**src/rtl/convTimerPkg.sv**
```systemverilog
package convTimerPkg;
  // Per-cycle commands from the control module to the datapath
  typedef struct packed {
    logic loadPeriod;    // capture a new count
    logic restartPhase;  // return phase counter to zero
    logic fire;          // launch a strobe on enabled channels
  } ctlStrobes_t;
endpackage

```
**src/rtl/convTimerCtrl.sv**
```systemverilog
module convTimerCtrl
  import convTimerPkg::*;
(
  input  logic        cntWrEn,
  input  logic        periodEnd,
  input  logic        convBusy,
  output ctlStrobes_t ctl
);
  // A write always wins over a coinciding period end, and a busy
  // converter swallows the start without disturbing the timebase.
  always_comb begin
    ctl.loadPeriod   = cntWrEn;
    ctl.restartPhase = cntWrEn | periodEnd;
    ctl.fire         = periodEnd & ~cntWrEn & ~convBusy;
  end
endmodule

```
**src/rtl/convTimerPath.sv**
```systemverilog
module convTimerPath
  import convTimerPkg::*;
#(
  parameter int NCH        = 16,
  parameter int CNT_W      = 32,
  parameter int MIN_CYCLES = 250
) (
  input  logic             clk,
  input  logic             rstN,
  input  ctlStrobes_t      ctl,
  input  logic [CNT_W-1:0] cntWrData,
  input  logic [NCH-1:0]   chanEnable,
  output logic             periodEnd,
  output logic [NCH-1:0]   convStrobe
);
  localparam logic [CNT_W-1:0] FloorCnt = CNT_W'(MIN_CYCLES);
  localparam logic [CNT_W-1:0] OneCnt   = CNT_W'(1);

  logic [CNT_W-1:0] periodReg;
  logic [CNT_W-1:0] phaseCnt;
  logic [CNT_W-1:0] effPeriod;

  // Clamp: zero and short counts both fall back to the conversion floor
  always_comb begin
    effPeriod = (periodReg < FloorCnt) ? FloorCnt : periodReg;
    periodEnd = (phaseCnt == effPeriod - OneCnt);
  end

  always_ff @(posedge clk) begin
    if (!rstN) begin
      periodReg <= '0;
      phaseCnt  <= '0;
    end else begin
      if (ctl.loadPeriod) periodReg <= cntWrData;
      if (ctl.restartPhase) phaseCnt <= '0;
      else                  phaseCnt <= phaseCnt + OneCnt;
    end
  end

  // One strobe flop per channel, all fed by the same fire command
  for (genvar ch = 0; ch < NCH; ch++) begin : g_chan
    always_ff @(posedge clk) begin
      if (!rstN) convStrobe[ch] <= 1'b0;
      else       convStrobe[ch] <= ctl.fire & chanEnable[ch];
    end
  end
endmodule

```
**src/rtl/convTimer.sv**
```systemverilog
module convTimer
  import convTimerPkg::*;
#(
  parameter int NCH        = 16,
  parameter int CNT_W      = 32,
  parameter int MIN_CYCLES = 250
) (
  input  logic             clk,
  input  logic             rstN,
  input  logic             cntWrEn,
  input  logic [CNT_W-1:0] cntWrData,
  input  logic [NCH-1:0]   chanEnable,
  input  logic             convBusy,
  output logic [NCH-1:0]   convStrobe
);
  ctlStrobes_t ctl;
  logic        periodEnd;

  convTimerCtrl u_ctrl (
    .cntWrEn   (cntWrEn),
    .periodEnd (periodEnd),
    .convBusy  (convBusy),
    .ctl       (ctl)
  );

  convTimerPath #(
    .NCH        (NCH),
    .CNT_W      (CNT_W),
    .MIN_CYCLES (MIN_CYCLES)
  ) u_path (
    .clk        (clk),
    .rstN       (rstN),
    .ctl        (ctl),
    .cntWrData  (cntWrData),
    .chanEnable (chanEnable),
    .periodEnd  (periodEnd),
    .convStrobe (convStrobe)
  );
endmodule

```
**config.mk**
```make
export PLATFORM = sky130hd
export DESIGN_NAME = convTimer
export DESIGN_NICKNAME = d
export VERILOG_FILES = /design/src/rtl/convTimerPkg.sv /design/src/rtl/convTimerCtrl.sv /design/src/rtl/convTimerPath.sv /design/src/rtl/convTimer.sv
export SDC_FILE = /design/constraint.sdc
export NUM_CORES = 1
export LEC_CHECK = 0
export ABC_CLOCK_PERIOD_IN_PS = 11680
export BUFFER_PORTS_ARGS = -buffer_cell sky130_fd_sc_hd__buf_2
export CAP_MARGIN = 15
export CORE_ASPECT_RATIO = 2
export CORE_MARGIN = 5
export CORE_UTILIZATION = 32
export CTS_CLUSTER_SIZE = 20
export DETAILED_ROUTE_END_ITERATION = 12
export SYNTH_ARGS = -nofsm -noshare
export SYNTH_HDL_FRONTEND = slang
export SYNTH_SLANG_ARGS = --single-unit
```
**constraint.sdc**
```tcl
create_clock -name clk -period 11.68 [get_ports clk]
set_clock_uncertainty 0.2 [all_clocks]
set_input_delay 1.168 -clock clk [delete_from_list [all_inputs] [get_ports clk]]
set_output_delay 1.168 -clock clk [all_outputs]
set_load 0.1 [all_outputs]
```
==> results.toml <==
[yosys]
synth-edff-count = 0
ys.flop_type = "dfxtp_1"
ys_types = 66
syn_inst = 534
netlist.area_leader.share = 0.337
syn_avg_cell_area_um2 = 8.91
synth_top_area_cell = "dfxtp_1"
synth-seq-cells = 80
async_flop_share = 0
yosysMostFrequentCell = "dfxtp_1"
ys_warn_count = 0
synth_area_um2 = 4760
ys_top_cells_by_count = "dfxtp_1, nor2_1, nor2b_1"
syn_nets = 588
synth_area_leaders = "dfxtp_1, mux2i_1, xor2_1"
yosysSeqAreaShare = 0.337

[place]
io_buffer_count = 67
place_hpwl_um = 11400
routabilityCongestion = 0.936
dp_slack_ns = 5.89
placed_area_um2 = 5180

[route]
viasPerCell = 5.26
drc = 0
vias = 4115
drt_iter0_markers = 171
ant_nets = 0
wirelength_um = 14500
firstDrtPassIters = 5
wl_per_cell_um = 18.5

[flow_run]
max_cap_violations = 0

[cells_and_area]
area_delta_synth_final_pct = 15.4
post-route-cell-area_um2 = 5490
antenna_cells = 0
multiInputGateArea_um2 = 2940
ff_latch_area_um2 = 1600
drive_gt1_frac = 0.221
fin_nets = 637
fillers = 1569

[timing]
slew_headroom = 0.250
tightest_slew_ns = 1.12
min_period_ns = 5.98
hold_viol_final = 0
report.final.setup_viol = 0
slew_violations = 0
fin_crit_sh = 0.512
fin_ws_ns = 5.70
setup_tns_ns = 0
grt_setup_unrepaired = "no"
max_freq_mhz = 167

[power_and_ir_drop]
p_int_w = 0.000499
pwr-share-seq = 0.423
ir_drop_mv = 0.0767
p_leak_nw = 2.06
p_comb_frac = 0.152
power_w = 0.000692
power_density_nw_per_um2 = 126
clkPwrFrac = 0.426
switching_share = 0.279
switchingPower_w = 0.000193

[setup_path]
critPathLaunchType = "flop"
arrival_ns = 6.01
cp-end-kind = "flop"
crit_type = "reg -> reg"
crit_fanout = 22
crit_required_ns = 11.71

[floorplanning]
io-pin-count = 68
row_count = 63
die_w_um = 96.2
fp.coreArea_um2 = 14700
dieHeight_um = 182
die-area_um2 = 17600
initial_core_util = 0.323

[clock_network]
cts_hold_buffers = 0
cts_setup_buffers = 0
ctsResizeCount = 0
numClockSinks = 80
cts_buffer_depth = 2
clkLatencyLatePin_ns = 0.36
htree_levels = 3
clk_transition_reported_paths_ns = 0.07
clockRootBuffer = "clkbuf_16"
cts_buffers = 9
cts_tree = "yes"

[global_routing]
antenna_found_initial = 0
grt_overflow = 0
grt_pass1_wl_um = 22100
grt_util_all_layers = 0.170
grt_pass1_vias = 4194
grt_max_degree = 34

[worst_hold_path]
hp-class = "reg -> reg"

[outcome]
status = "finished, final reports clean"
==> per-layer routing <==
metal,up-vias,global-route usage,share of wire
met1,1953,0.147,0.31
li1,1984,-,-
met4,0,0.133,0.074
met2,123,0.323,0.57
met5,-,0,0
met3,55,0.0305,0.039
==> per-stage QoR <==
stage / hold slack [ns] / util / instances
after floorplan: 0.286 / - / 534
after global placement: 0.330 / 0.351 / 767
after detailed placement: 0.342 / 0.351 / 767
after CTS: 0.361 / 0.372 / 783
after global routing: 0.385 / 0.372 / 783
final: 0.366 / 0.372 / 783
==> worst max-delay path, cell delays in order (launching register included) <==
cell and delay, ns:
dfxtp_1 0.34, or4_1 0.60, and4bb_1 0.40, nand3_1 0.47, nand2_1 0.22, ha_1 0.26, nor3b_1 0.21, nand4_1 0.22
xor2_1 0.26, o32a_1 0.35, o21ai_0 0.57, o2111ai_1 0.27, o41ai_4 0.92, buf_4 0.44, nor2_1 0.09
==> cell type report <==
type	count	share of cell area
Multi-Input combinational cell	413	0.536
Sequential cell	80	0.292
Timing Repair Buffer	70	0.0652
Tap cell	195	0.0445
Clock buffer	11	0.0442
Clock inverter	5	0.0116
Inverter	9	0.00616
==> final timing paths <==
path / from / endpoint / slack [ns] / cells after the start
max: u_path.periodReg[27] / u_path.phaseCnt[14] / 5.70 / 14
max reg2reg: u_path.periodReg[27] / u_path.phaseCnt[14] / 5.70 / 14
min: u_path.phaseCnt[31] / u_path.phaseCnt[31] / 0.37 / 2
min reg2reg: u_path.phaseCnt[31] / u_path.phaseCnt[31] / 0.37 / 2
==> layout by cell type, fill, tap and decap left out, types with 2 or more instances in the layout <==
cell type	instances
nor3b_1	5
nor3_2	10
and3_1	4
mux2i_1	33
nand3b_1	17
or4_4	2
buf_2	67
nand3_1	20
dfxtp_1	80
xnor2_1	34
a21oi_1	2
or3_1	4
a22oi_1	2
mux2_2	2
o31ai_1	6
nor2_2	20
ha_1	2
o22ai_1	3
or2_2	3
inv_1	9
nand2_1	27
nor2b_1	38
clkbuf_16	9
nor4_1	8
and4_1	4
o21ai_0	8
nor3_1	21
nand2b_1	5
nand4_1	14
xor2_1	36
nor2_1	39
inv_6	2
buf_4	3
or4_1	5
a31oi_1	4
nor4b_1	2
o211ai_1	5
==> power groups by stage <==
stage               logic (W)  clock network, W  registers, W
floorplan           0.0000798                 0      0.000292
global placement     0.000104                 0      0.000298
detailed placement   0.000104                 0      0.000299
CTS                  0.000105          0.000302      0.000292
global route         0.000114          0.000313      0.000294
finish               0.000105          0.000295      0.000293
==> registers in the layout (all words and copies together) (netlist names) <==
name               flops
u_path.periodReg      32
u_path.convStrobe     16
u_path.phaseCnt       32
==> logic make-up (layout without fill, tap and decap cells) <==
kind of cell | count (synthesis) | count (layout) | synth area share
simple gates | 256 | 256 | 0.320
mux | 35 | 35 | 0.0742
buf+inv | 41 | 95 | 0.0444
compound gates | 49 | 49 | 0.0860
fa+ha+maj | 2 | 2 | 0.00526
flops | 80 | 80 | 0.337
xor+xnor | 71 | 71 | 0.134
No activity file was read; power rests on OpenSTA's default activity.
